$ cat config.mk
export PLATFORM = sky130hd
export DESIGN_NAME = trap_entry_seq
export DESIGN_NICKNAME = d
export VERILOG_FILES = /design/src/rtl/trap_seq_pkg.sv /design/src/rtl/trap_seq_fsm.sv /design/src/rtl/trap_seq_agu.sv /design/src/rtl/trap_seq_psmod.sv /design/src/rtl/trap_entry_seq.sv
export SDC_FILE = /design/constraint.sdc
export NUM_CORES = 1
export LEC_CHECK = 0
export CORE_MARGIN = 8
export CORE_UTILIZATION = 35
export CTS_CLUSTER_DIAMETER = 120
export DETAILED_ROUTE_END_ITERATION = 6
export GPL_TIMING_DRIVEN = 0
export PLACE_DENSITY_LB_ADDON = 0.08
export SKIP_CTS_REPAIR_TIMING = 1
export SLEW_MARGIN = 20
export SYNTH_ARGS = -nofsm -noshare
export SYNTH_HDL_FRONTEND = slang
export SYNTH_SLANG_ARGS = --single-unit
$ cat constraint.sdc
create_clock -name clk -period 5 [get_ports clk]
set_input_delay 1.5 -clock clk [delete_from_list [all_inputs] [get_ports clk]]
set_output_delay 1.5 -clock clk [all_outputs]
set_load 0.005 [all_outputs]
$ cat src/rtl/trap_seq_pkg.sv
package trap_seq_pkg;
  localparam int WORD_W = 32;
  localparam int WORD_BYTES = WORD_W / 8;

  typedef enum logic [2:0] {
    ST_IDLE,
    ST_PUSH_PS,
    ST_PUSH_PC,
    ST_FETCH_VEC,
    ST_DONE
  } seq_state_e;

  // Entry n counted down from the top of the table.
  function automatic logic [WORD_W-1:0] vec_entry_addr(
    input logic [WORD_W-1:0] base,
    input logic [WORD_W-1:0] vec,
    input logic [WORD_W-1:0] tbl_bytes
  );
    return base + tbl_bytes - ((vec + 1) * WORD_BYTES);
  endfunction

  function automatic logic [WORD_W-1:0] stack_slot(
    input logic [WORD_W-1:0] sp,
    input logic [WORD_W-1:0] depth
  );
    return sp - (depth * WORD_BYTES);
  endfunction

  function automatic logic [WORD_W-1:0] return_pc(input logic [WORD_W-1:0] pc);
    return pc + 2;
  endfunction
endpackage

$ cat src/rtl/trap_seq_fsm.sv
module trap_seq_fsm
  import trap_seq_pkg::*;
(
  input  logic       clk,
  input  logic       rst_n,
  input  logic       req_i,
  input  logic       mem_ready_i,
  output seq_state_e state_o
);
  seq_state_e state_q, state_d;

  always_comb begin
    state_d = state_q;
    unique case (state_q)
      ST_IDLE:      if (req_i)       state_d = ST_PUSH_PS;
      ST_PUSH_PS:   if (mem_ready_i) state_d = ST_PUSH_PC;
      ST_PUSH_PC:   if (mem_ready_i) state_d = ST_FETCH_VEC;
      ST_FETCH_VEC: if (mem_ready_i) state_d = ST_DONE;
      ST_DONE:                       state_d = ST_IDLE;
      default:                       state_d = ST_IDLE;
    endcase
  end

  always_ff @(posedge clk or negedge rst_n) begin
    if (!rst_n) state_q <= ST_IDLE;
    else        state_q <= state_d;
  end

  assign state_o = state_q;
endmodule

$ cat src/rtl/trap_seq_agu.sv
module trap_seq_agu
  import trap_seq_pkg::*;
#(
  parameter int TABLE_BYTES = 1024
) (
  input  seq_state_e        state_i,
  input  logic [WORD_W-1:0] ssp_i,
  input  logic [WORD_W-1:0] tbr_i,
  input  logic [WORD_W-1:0] vec_i,
  input  logic [WORD_W-1:0] pc_i,
  input  logic [WORD_W-1:0] ps_i,
  output logic              req_o,
  output logic              we_o,
  output logic [WORD_W-1:0] addr_o,
  output logic [WORD_W-1:0] wdata_o
);
  localparam logic [WORD_W-1:0] TBL_SIZE = WORD_W'(TABLE_BYTES);

  always_comb begin
    req_o   = 1'b0;
    we_o    = 1'b0;
    addr_o  = '0;
    wdata_o = '0;
    unique case (state_i)
      ST_PUSH_PS: begin
        req_o   = 1'b1;
        we_o    = 1'b1;
        addr_o  = stack_slot(ssp_i, 1);
        wdata_o = ps_i;
      end
      ST_PUSH_PC: begin
        req_o   = 1'b1;
        we_o    = 1'b1;
        addr_o  = stack_slot(ssp_i, 2);
        wdata_o = return_pc(pc_i);
      end
      ST_FETCH_VEC: begin
        req_o  = 1'b1;
        addr_o = vec_entry_addr(tbr_i, vec_i, TBL_SIZE);
      end
      default: ;
    endcase
  end
endmodule

$ cat src/rtl/trap_seq_psmod.sv
module trap_seq_psmod
  import trap_seq_pkg::*;
#(
  parameter int S_POS   = 5,
  parameter int I_POS   = 4,
  parameter int ILM_LSB = 16,
  parameter int ILM_W   = 5,
  parameter int DBG_ILM = 4
) (
  input  logic              dbg_i,
  input  logic [WORD_W-1:0] ps_i,
  output logic [WORD_W-1:0] ps_o
);
  localparam logic [ILM_W-1:0] ILM_VAL = ILM_W'(DBG_ILM);

  always_comb begin
    ps_o = ps_i;
    ps_o[S_POS] = 1'b0;
    if (dbg_i) ps_o[ILM_LSB +: ILM_W] = ILM_VAL;
    else       ps_o[I_POS] = 1'b0;
  end
endmodule

$ cat src/rtl/trap_entry_seq.sv
module trap_entry_seq
  import trap_seq_pkg::*;
#(
  parameter int NUM_W       = 8,
  parameter int TABLE_BYTES = 1024,
  parameter int DBG_VEC     = 9,
  parameter int DBG_ILM     = 4,
  parameter int S_POS       = 5,
  parameter int I_POS       = 4,
  parameter int ILM_LSB     = 16,
  parameter int ILM_W       = 5
) (
  input  logic              clk,
  input  logic              rst_n,
  input  logic              req_i,
  input  logic              dbg_i,
  input  logic [NUM_W-1:0]  num_i,
  input  logic [31:0]       pc_i,
  input  logic [31:0]       ps_i,
  input  logic [31:0]       ssp_i,
  input  logic [31:0]       tbr_i,
  output logic              mem_req_o,
  output logic              mem_we_o,
  output logic [31:0]       mem_addr_o,
  output logic [31:0]       mem_wdata_o,
  input  logic [31:0]       mem_rdata_i,
  input  logic              mem_ready_i,
  output logic              done_o,
  output logic [31:0]       new_pc_o,
  output logic [31:0]       new_ssp_o,
  output logic [31:0]       new_ps_o
);
  localparam logic [NUM_W-1:0] DBG_NUM = NUM_W'(DBG_VEC);

  seq_state_e        state;
  logic              cap_dbg;
  logic [NUM_W-1:0]  cap_num;
  logic [WORD_W-1:0] cap_pc, cap_ps, cap_ssp, cap_tbr, vec_q;

  // Named events for the checker.
  logic evt_accept, evt_push_ps, evt_push_pc, evt_fetch, evt_done;
  assign evt_accept  = (state == ST_IDLE) && req_i;
  assign evt_push_ps = (state == ST_PUSH_PS);
  assign evt_push_pc = (state == ST_PUSH_PC);
  assign evt_fetch   = (state == ST_FETCH_VEC);
  assign evt_done    = (state == ST_DONE);

  trap_seq_fsm u_fsm (
    .clk         (clk),
    .rst_n       (rst_n),
    .req_i       (req_i),
    .mem_ready_i (mem_ready_i),
    .state_o     (state)
  );

  always_ff @(posedge clk or negedge rst_n) begin
    if (!rst_n) begin
      cap_dbg <= 1'b0;
      cap_num <= '0;
      cap_pc  <= '0;
      cap_ps  <= '0;
      cap_ssp <= '0;
      cap_tbr <= '0;
    end else if (evt_accept) begin
      cap_dbg <= dbg_i;
      cap_num <= dbg_i ? DBG_NUM : num_i;
      cap_pc  <= pc_i;
      cap_ps  <= ps_i;
      cap_ssp <= ssp_i;
      cap_tbr <= tbr_i;
    end
  end

  always_ff @(posedge clk or negedge rst_n) begin
    if (!rst_n)                        vec_q <= '0;
    else if (evt_fetch && mem_ready_i) vec_q <= mem_rdata_i;
  end

  trap_seq_agu #(.TABLE_BYTES(TABLE_BYTES)) u_agu (
    .state_i (state),
    .ssp_i   (cap_ssp),
    .tbr_i   (cap_tbr),
    .vec_i   ({{(WORD_W-NUM_W){1'b0}}, cap_num}),
    .pc_i    (cap_pc),
    .ps_i    (cap_ps),
    .req_o   (mem_req_o),
    .we_o    (mem_we_o),
    .addr_o  (mem_addr_o),
    .wdata_o (mem_wdata_o)
  );

  trap_seq_psmod #(
    .S_POS(S_POS), .I_POS(I_POS), .ILM_LSB(ILM_LSB), .ILM_W(ILM_W), .DBG_ILM(DBG_ILM)
  ) u_ps (
    .dbg_i (cap_dbg),
    .ps_i  (cap_ps),
    .ps_o  (new_ps_o)
  );

  assign done_o    = evt_done;
  assign new_pc_o  = vec_q;
  assign new_ssp_o = stack_slot(cap_ssp, 2);
endmodule

After elaboration in Yosys (flattened, before gate mapping):

Cells that the tools add are included.

* eq/ne operators: 8
* multiplexer cells: 12
* add/sub/neg operators: 6
* reduce and logical (&&, ||, !) cells: 6

Operators by type and width (count)
* 32-bit one-hot mux with 3 select lines: 1
* 32-bit one-hot mux with 2 select lines: 1
* 32-bit by 11-bit adder with 32-bit output (second input constant): 1
* 32-bit by 2-bit adder with 32-bit output (second input constant): 1
* 32-bit by 3-bit subtractor with 32-bit output (second input constant): 1
* 32-bit subtractor: 1
* 32-bit by 4-bit subtractor with 32-bit output (second input constant): 1
* 3-bit 2-to-1 mux: 4
* 3-bit one-hot mux with 4 select lines: 1
* 8-bit by 1-bit adder with 9-bit output (second input constant): 1
* 8-bit 2-to-1 mux: 1
* 2-bit != test (second input constant): 4
* 3-bit by 2-bit equality test with 1-bit output (second input constant): 2
* 5-bit 2-to-1 mux: 1
* 4-bit AND reduction: 1
* 3-bit by 1-bit equality test with 1-bit output (second input constant): 1
* 3-bit equality test (second input constant): 1
* 3-bit zero test: 1
* 1-bit 2-to-1 mux: 3
* 3-bit OR reduction: 1
* 1-bit logical AND: 2
* 2-bit OR reduction: 1

* flip-flop bits (word level): 172
* input port bits: 173
* logic and storage cells: 40
* output and inout bits: 163

Depth between registers and ports, before layout:

Gate-level depths: netlist of run 1.

* depth after elaboration: 3
* gate-level depth with buffers: 14
* depth with buffers taken out: 14

Modules after synthesis:

Synthesis of run 1 repeated with hierarchy kept, for this count alone.

* cells, all modules: 1232
* area total of the unflattened synthesis: 11949.0 µm²

By module, submodules not included
* trap_entry_seq: cells each 466, sequential area each 4229.1 µm², area each 6976.7 µm², instances 1
* trap_seq_agu: cells each 723, sequential area each 0.0 µm², area each 4604.4 µm², instances 1
* trap_seq_psmod: cells each 33, sequential area each 0.0 µm², area each 236.5 µm², instances 1
* trap_seq_fsm: cells each 10, sequential area each 75.1 µm², area each 131.4 µm², instances 1

Worst setup path before layout of run 1:

Ideal clock, no wire load.

* kind: register to output
* start: register cap_num[0]
* end: output port mem_addr_o[18]
* arrival: 2.897 ns
* stages on the path, launching flop included: 13
* path buffers: 0
* slack: 0.603 ns
* data required time: 3.500 ns
* path through: dfrtp_1 > and4_1 > nand4_1 > xor2_1 > ha_1 > ha_1 > a21oi_1 > o211ai_1 > a221oi_1 > o21bai_1 > a31oi_1 > xor2_1 > o221ai_1

* cells in the longest elaborated chain, start to end: 3

RTL lines
* start: declaration: RTL line trap_entry_seq.sv:37 `logic [NUM_W-1:0] cap_num;`
* start signal: assignment: RTL line trap_entry_seq.sv:66 `cap_num <= dbg_i ? DBG_NUM : num_i;`
* 8-bit by 1-bit adder with 9-bit output: RTL line trap_seq_pkg.sv:19 `return base + tbl_bytes - ((vec + 1) * WORD_BYTES);`
* 32-bit subtractor: RTL line trap_seq_pkg.sv:19
* 32-bit one-hot mux with 3 select lines: RTL line trap_seq_agu.sv:24 `unique case (state_i)`
* end: declaration: RTL line trap_entry_seq.sv:24 `output logic [31:0] mem_addr_o,`

No other way between the ends.

Final worst setup path of run 1:

* start: register cap_num[0]
* end: output port mem_addr_o[24]

The elaborated chain is that of the path after synthesis.

==> reports/summary.log, run 1 <==
INFO  floorplanning  die_area=0.0374mm²
INFO  yosys          most_used_standard_cell_by_instance_count_after_synthesis=sky130_fd_sc_hd__nand2_1
INFO  setup_path     source_of_the_worst_register_to_register_timing_path=u_fsm.state_o[1]
INFO  routing        remaining_number_of_nets_flagged_by_the_antenna_check_after_routing=0
INFO  clocking       cts_max_level=4
INFO  routing        first_pass_iters=5
INFO  run_status     status=complete, but fails checks
INFO  setup_path     crit_slowest_cell=sky130_fd_sc_hd__dfrtp_2
INFO  cells_and_area drive_above_1_share=13.7%
INFO  clocking       cts_tree=done
INFO  power_and_ir_drop leakagePower=7.23nW
INFO  clocking       clock_latency_on_the_worst_skew_pair=450ps
INFO  yosys          post-synth-top-area-fraction=39.0%
INFO  cells_and_area areaGrowthSynthToFinish=48.7%
INFO  setup_path     worstPathMaxFanout=5
INFO  routing        dr_total_vias=10979
INFO  setup_path     cp.arrival=3720ps
INFO  routing        number_of_remaining_drc_errors=0
INFO  yosys          syn_avg_cell_area=8.03µm²
INFO  clocking       number_of_sinks_on_the_clock_net=172
INFO  timing         fin_hold_ws=487ps
INFO  place          hpwl=33900µm
INFO  clocking       clkSlewWorstSetupHoldPaths=70ps
INFO  timing         clock.fmax=191MHz
INFO  routing        detail_route.wl_per_cell=20.0µm
INFO  timing         slew_headroom=41.7%
INFO  yosys          synth_area=0.0110mm²
INFO  timing         finalSetupViolCount=11
INFO  floorplanning  die-width=193µm
INFO  clocking       cts.path.max_buffers=2
INFO  yosys          yosysWarnings=0
INFO  setup_path     critPathMaxStageDelay=420ps
INFO  place          place_congestion=0.895
INFO  setup_path     reg2reg_slack=2300ps
INFO  yosys          synth_top_cells_by_count=sky130_fd_sc_hd__nand2_1, sky130_fd_sc_hd__dfrtp_1, sky130_fd_sc_hd__o21ai_0
INFO  worst_hold_path timing.hold.worst_endpoint=cap_ps[5]
INFO  yosys          synthArstFlopShare=100%
INFO  yosys          ys_seq_area_share=39.0%
INFO  routing        initialDrtViolationCount=608
INFO  place          placed_cells=2109
INFO  setup_path     crit_end_category=primary output
INFO  clocking       clock_tree.root_cell=sky130_fd_sc_hd__clkbuf_16
INFO  yosys          syn_inst=1372
INFO  cells_and_area num-fill-cells=2981
INFO  timing         finalHoldViolCount=0
INFO  cells_and_area design.final.nets=1969
INFO  timing         timing.clock.skew=13.3ps
INFO  power_and_ir_drop total_power=13.2mW
INFO  timing         rsz_0062_raised_after_global_routing=true
INFO  setup_path     crit-reg2reg-capture=cap_ssp[22]
INFO  setup_path     crit_buf_inv=2
INFO  worst_hold_path hp-class=reg2reg
INFO  yosys          synth_enable_flop_cells=0
INFO  place          numPortBuffers=334
INFO  global_route   grt_pass1_vias=11048
INFO  setup_path     crit_family=compound AO/OA/AOI/OAI gates
INFO  run_status     violations=setup timing
INFO  global_route   grt_max_degree=93
INFO  yosys          synth_area_leaders=sky130_fd_sc_hd__dfrtp_1, sky130_fd_sc_hd__nand2_1, sky130_fd_sc_hd__ha_1, sky130_fd_sc_hd__o21ai_0, sky130_fd_sc_hd__xor2_1
INFO  cells_and_area fin_cells=2169
INFO  global_route   groute.usage.overall=22.5%
INFO  worst_hold_path min_from=cap_ps[5]
INFO  yosys          synthesis.nets=1589
INFO  setup_path     ff2ff_path_depth=7
INFO  run            timing.max_cap.violations=0
INFO  setup_path     worstPathCellList=and4_4 -> nand4_1 -> xor2_1 -> ha_1 -> ha_4 -> a21oi_4 -> o211ai_1 -> a221oi_4 -> buf_4 -> o211ai_1 -> a21oi_1 -> xor2_1 -> o21ai_1 -> clkbuf_2
INFO  clocking       numCtsBuffers=17
INFO  timing         final.setup.worst_slack=-222ps
INFO  global_route   antenna_violations_before_repair=9
INFO  global_route   grt-ovfl-total=0
INFO  routing        via_per_inst=5.06
INFO  setup_path     cp.required=3500ps
INFO  floorplanning  top_level_ports=336
INFO  setup_path     setup.worst_path.class=reg2out
INFO  yosys          yosys.cell_types.count=66
INFO  timing         min_period_over_period=104%
INFO  timing         period_minus_slack=5220ps
INFO  floorplanning  die-height=193µm
INFO  power_and_ir_drop power_density=806mW/mm²
INFO  timing         final-max-slew-violation-count=0
INFO  global_route   grt_pass1_wl=65700µm
INFO  yosys          ys.flop_type=sky130_fd_sc_hd__dfrtp_1
INFO  yosys          post-synth-top-area-cell=sky130_fd_sc_hd__dfrtp_1
INFO  yosys          synth_seq_cells=172
INFO  setup_path     timing.critical_path.from_type=flip-flop
INFO  worst_hold_path holdPathStages=2
INFO  floorplanning  row_count=65
INFO  routing        routed_wirelength=43400µm
INFO  power_and_ir_drop max-vdd-ir-drop=0.334mV
INFO  floorplanning  core_area=0.0313mm²
INFO  floorplanning  initial_utilization=35.2%
INFO  timing         max_slew.worst_pin.slew=875ps
-- worst min-delay path, cell delays in order, from the launching register on --
cell and delay, ps:
sky130_fd_sc_hd__dfrtp_1 350, sky130_fd_sc_hd__nand2_1 50, sky130_fd_sc_hd__nand2_1 50
-- power by group --
part           internal, mW  switching [mW]
clock                 0.737           0.662
sequential             2.06           0.614
combinational          4.29            4.85
-- registers in the layout (all words and copies together) (netlist names) --
name and cells:
cap_num 8, cap_ps 32, cap_dbg 1, cap_pc 32
cap_ssp 32, new_pc_o 32, cap_tbr 32, u_fsm.state_o 3
-- cells by family after synthesis --
| kind of cell | after synthesis | synth area share (%) |
|---|---|---|
| DFF | 172 | 39.0 |
| adders and majority gates | 44 | 4.99 |
| xor gates and xnor gates | 87 | 6.91 |
| buffers and inverters | 133 | 5.55 |
| other | 1 | 0.0340 |
| and+or+nand+nor | 656 | 26.3 |
| muxes | 34 | 3.45 |
| AOI/OAI and AO/OA | 245 | 13.8 |
-- metal layers --
| metal | vias up | track usage, % | wire length [µm] |
|---|---|---|---|
| li1 | 5375 | - | - |
| met1 | 5231 | 26.5 | 18400 |
| met2 | 301 | 37.7 | 20900 |
| met3 | 56 | 7.81 | 3040 |
| met4 | 16 | 7.35 | 957 |
| met5 | - | 0 | 95 |
-- per-stage QoR --
step | area (µm²) | setup TNS (ps) | util [%] | setup WS [ps]
4_1_cts | 15500 | -18990 | 49.5 | -1160
5_1_grt | 16400 | -3070 | 52.3 | -355
3_5_place_dp | 14900 | -6970 | 47.6 | -663
6_report | 16400 | -1250 | 52.3 | -222
3_3_place_gp | 14900 | -942130 | 47.5 | -5450
2_1_floorplan | 11000 | 0 | - | 603
-- how the worst max path moves through the flow --
| stage | to | cells past startpoint | slack (ps) | from |
|---|---|---|---|---|
| 2_1_floorplan | mem_addr_o[18] | 12 | 600 | cap_num[0] |
| 3_3_place_gp | cap_pc[12] | 1 | -5450 | rst_n |
| 3_5_place_dp | mem_addr_o[18] | 13 | -660 | cap_num[0] |
| 4_1_cts | mem_addr_o[18] | 13 | -1160 | cap_num[0] |
| 5_1_grt | mem_addr_o[24] | 14 | -360 | cap_num[0] |
| 6_report | mem_addr_o[24] | 14 | -220 | cap_num[0] |
-- cell type report --
type,instances,area [µm²],area share [%]
repair buffers,361,3550,21.7
diodes,2,5.00,0.0305
inverters,41,154,0.939
plain buffers,92,459,2.80
clock buffers,19,453,2.76
flip-flops and latches,172,4310,26.3
well taps,402,503,3.07
clock inverters,13,150,0.916
multi-input cells,1067,6810,41.5
-- layout by cell type (no fill, tap or decap), types with 25 or more instances in the layout --
| cell type | n |
|---|---|
| sky130_fd_sc_hd__nand3_1 | 25 |
| sky130_fd_sc_hd__ha_1 | 33 |
| sky130_fd_sc_hd__nor2_1 | 60 |
| sky130_fd_sc_hd__mux2_2 | 32 |
| sky130_fd_sc_hd__clkdlybuf4s50_1 | 309 |
| sky130_fd_sc_hd__clkbuf_1 | 53 |
| sky130_fd_sc_hd__a21oi_1 | 39 |
| sky130_fd_sc_hd__nand2_1 | 444 |
| sky130_fd_sc_hd__xnor2_1 | 30 |
| sky130_fd_sc_hd__dfrtp_1 | 170 |
| sky130_fd_sc_hd__inv_1 | 40 |
| sky130_fd_sc_hd__xor2_1 | 45 |
| sky130_fd_sc_hd__buf_4 | 50 |
| sky130_fd_sc_hd__o21ai_0 | 84 |
Note: power is estimated with default switching activity, not from simulation.
==> run 2, diff against run 1 <==
--- a/config.mk
+++ b/config.mk
@@ -12,6 +12,7 @@
 export GPL_TIMING_DRIVEN = 0
 export PLACE_DENSITY_LB_ADDON = 0.08
 export SKIP_CTS_REPAIR_TIMING = 1
+export SKIP_LAST_GASP = 1
 export SLEW_MARGIN = 20
 export SYNTH_ARGS = -nofsm -noshare
 export SYNTH_HDL_FRONTEND = slang
==> constraint.sdc (replaced) <==
create_clock -name clk -period 6.5 [get_ports clk]
set_input_delay 1.95 -clock clk [delete_from_list [all_inputs] [get_ports clk]]
set_output_delay 1.95 -clock clk [all_outputs]
set_load 0.005 [all_outputs]
==> run 2 against run 1 <==
  * The flow now finishes without violations
  * Core utilization fell by 2.6 points
  * Die area unchanged
  * Non-clock buffer count shrank 23
  * Sequential share of layout area is 1.4 points higher
  * Critical path type unchanged
  * Register-to-register slack improved by 1500 ps
  * Final cell count down 1.1%
  * Global-route usage is the same
  * Flip-flop and latch count is the same
  * Critical endpoint is now mem_addr_o[18]
==> reports/summary.log, run 2 (synthesis gave the netlist of run 1 again) <==
INFO  timing         clock.fmax=161MHz
INFO  place          place_congestion=0.895 [unchanged]
INFO  power_and_ir_drop clkPwrFrac=11.7% [+1.1 points]
INFO  power_and_ir_drop power_density=589mW/mm² [-27%]
INFO  floorplanning  initial_utilization=35.2% [unchanged]
INFO  global_route   antenna_violations_before_repair=9 [unchanged]
INFO  cells_and_area design.final.nets=1946 [-1.2%]
INFO  clocking       number_of_sinks_on_the_clock_net=172 [unchanged]
INFO  setup_path     worstPathMaxFanout=6 [+1]
INFO  power_and_ir_drop flop_pwr_share=22.3% [+2.0 points]
INFO  clocking       numCtsBuffers=17 [unchanged]
INFO  place          numPortBuffers=334 [unchanged]
INFO  power_and_ir_drop leakagePower=6.83nW [-5.6%]
INFO  routing        routed_wirelength=42400µm [-2.3%]
INFO  global_route   grt-ovfl-total=0 [unchanged]
INFO  floorplanning  top_level_ports=336 [unchanged]
INFO  setup_path     cp.required=4550ps [+1050 ps]
INFO  timing         max_slew.worst_pin.slew=857ps [-18.4 ps]
INFO  run            timing.max_cap.violations=0 [unchanged]
INFO  place          hpwl=33900µm [unchanged]
INFO  routing        remaining_number_of_nets_flagged_by_the_antenna_check_after_routing=0 [unchanged]
INFO  global_route   grt_max_degree=93 [unchanged]
INFO  power_and_ir_drop swShare=46.1% [-0.22 points]
INFO  clocking       clock_tree.root_cell=sky130_fd_sc_hd__clkbuf_16
INFO  clocking       clock_latency_on_the_worst_skew_pair=450ps [about the same]
INFO  timing         finalHoldViolCount=0 [unchanged]
INFO  power_and_ir_drop comb_power_share=66.0% [-3.2 points]
INFO  setup_path     critPathMaxStageDelay=500ps [+80 ps]
INFO  setup_path     timing.critical_path.from_type=flip-flop
INFO  timing         final-max-slew-violation-count=0 [unchanged]
INFO  setup_path     cp.arrival=4240ps [+520 ps]
INFO  place          placed_cells=2109 [unchanged]
INFO  cells_and_area layout.core_utilization=49.7% [-2.6 points]
INFO  clocking       cts.path.max_buffers=2 [unchanged]
INFO  routing        detail_route.wl_per_cell=19.8µm [-1.2%]
INFO  clocking       clkSlewWorstSetupHoldPaths=70ps [about the same]
INFO  floorplanning  core_area=0.0313mm² [unchanged]
INFO  clocking       cts_tree=done
INFO  setup_path     worstPathCellList=and4_1 -> nand4_1 -> xor2_1 -> ha_1 -> ha_1 -> a21oi_2 -> o211ai_1 -> a221oi_4 -> o21bai_1 -> a31oi_1 -> xor2_1 -> o221ai_1 -> clkdlybuf4s50_1
INFO  timing         period_minus_slack=6190ps
INFO  power_and_ir_drop switching_power=4.23mW [-31%]
INFO  floorplanning  die_area=0.0374mm² [unchanged]
INFO  routing        number_of_remaining_drc_errors=0 [unchanged]
INFO  cells_and_area areaGrowthSynthToFinish=41.3%
INFO  cells_and_area drive_above_1_share=7.23% [-6.4 points]
INFO  global_route   grt_pass1_wl=65700µm [unchanged]
INFO  global_route   grt_pass1_vias=11048 [unchanged]
INFO  worst_hold_path hp-class=reg2reg
INFO  routing        initialDrtViolationCount=590 [-3.0%]
INFO  run_status     status=completed
INFO  timing         timing.clock.skew=12.4ps [-0.889 ps]
INFO  setup_path     crit_slowest_cell=sky130_fd_sc_hd__clkdlybuf4s50_1
INFO  timing         min_period_over_period=95.3%
INFO  floorplanning  row_count=65 [unchanged]
INFO  timing         final.setup.worst_slack=305ps [+528 ps]
INFO  power_and_ir_drop total_power=9.17mW [-31%]
INFO  timing         slew_headroom=42.9% [+1.2 points]
INFO  routing        via_per_inst=5.04 [-0.45%]
INFO  cells_and_area mostFrequentLayoutCells=sky130_fd_sc_hd__nand2_1, sky130_fd_sc_hd__clkdlybuf4s50_1, sky130_fd_sc_hd__dfrtp_1, sky130_fd_sc_hd__o21ai_0, sky130_fd_sc_hd__nor2_1
INFO  timing         finalSetupViolCount=0 [-11]
INFO  global_route   groute.usage.overall=22.5% [unchanged]
INFO  timing         fin_hold_ws=487ps [+0.206 ps]
INFO  power_and_ir_drop internal_power=4.94mW [-30%]
INFO  setup_path     setup.worst_path.class=reg2out
INFO  floorplanning  die-width=193µm [unchanged]
INFO  place          detailedPlace.worstSlack=387ps [+1050 ps]
INFO  cells_and_area layout_commonest_cell=sky130_fd_sc_hd__nand2_1
INFO  routing        first_pass_iters=5 [unchanged]
INFO  routing        dr_total_vias=10814 [-1.5%]
INFO  power_and_ir_drop max-vdd-ir-drop=0.257mV [-23%]
INFO  cells_and_area fin_cells=2146 [-1.1%]
INFO  setup_path     crit_end_category=primary output
INFO  floorplanning  die-height=193µm [unchanged]
INFO  clocking       cts_max_level=4 [unchanged]
run 2: cell types whose count changed in the layout (fill, tap and decap cells not counted), sizes merged:
cell / before / now
buf: 78 / 42
clkdlybuf4s50: 309 / 333
dlymetal6s2s: 9 / 0
clkbuf: 76 / 74
run 2: cell type report:
cell class,count,area [µm²]
Timing Repair Buffer,338,3400
Sequential cell,172,4300
Fill cell,3074,15700
Buffer,92,458
Multi-Input combinational cell,1067,6150
Tap cell,402,503
Clock buffer,19,453
Clock inverter,13,150
Antenna cell,2,5.00
Inverter,41,154
run 2: path summary, 6_finish.rpt:
check / cells after the start / startpoint / endpoint / slack [ps]
setup / recovery: 13 / cap_num[0] / mem_addr_o[18] / 310
max in group asynchronous: 2 / rst_n / new_pc_o[21] / 4120
hold / removal: 2 / cap_ps[5] / cap_ps[5] / 490
hold reg to reg: 2 / cap_ps[5] / cap_ps[5] / 490
min in group asynchronous: 1 / rst_n / cap_tbr[19] / 1470
setup reg to reg: 8 / u_fsm.state_o[1] / cap_num[2] / 3760
run 2: per-stage QoR:
stage / cell area, µm² / TNS (ps)
global placement: 14900 / -754300
detailed placement: 14900 / 0
global route: 15600 / -24.7
finish: 15600 / 0
CTS: 15500 / -146
floorplan: 11000 / 0
run 2: critical path: cells and delay by family (launching register included):
family | cells | cell delay, ps
DFF | 1 | 420
buffers and inverters | 1 | 500
and+or+nand+nor | 2 | 360
AOI/OAI and AO/OA | 6 | 1330
adders and majority gates | 2 | 690
xor gates and xnor gates | 2 | 500
run 2: metal layers:
layer	vias to the layer above	routed length, µm	global-route usage, %
li1	5337	-	-
met1	5091	17800	26.5
met2	316	20200	37.7
met3	54	3300	7.81
met4	16	1020	7.35
met5	-	95	0
run 2: power groups by stage:
stage                     registers (mW)  clock network (mW)  logic, mW
after floorplan                     1.94                   0       3.28
after global placement              2.06                   0       5.99
after detailed placement            2.06                   0       6.00
after CTS                           2.05                1.10       6.03
after global routing                2.13                1.15       6.67
final                               2.05                1.08       6.05
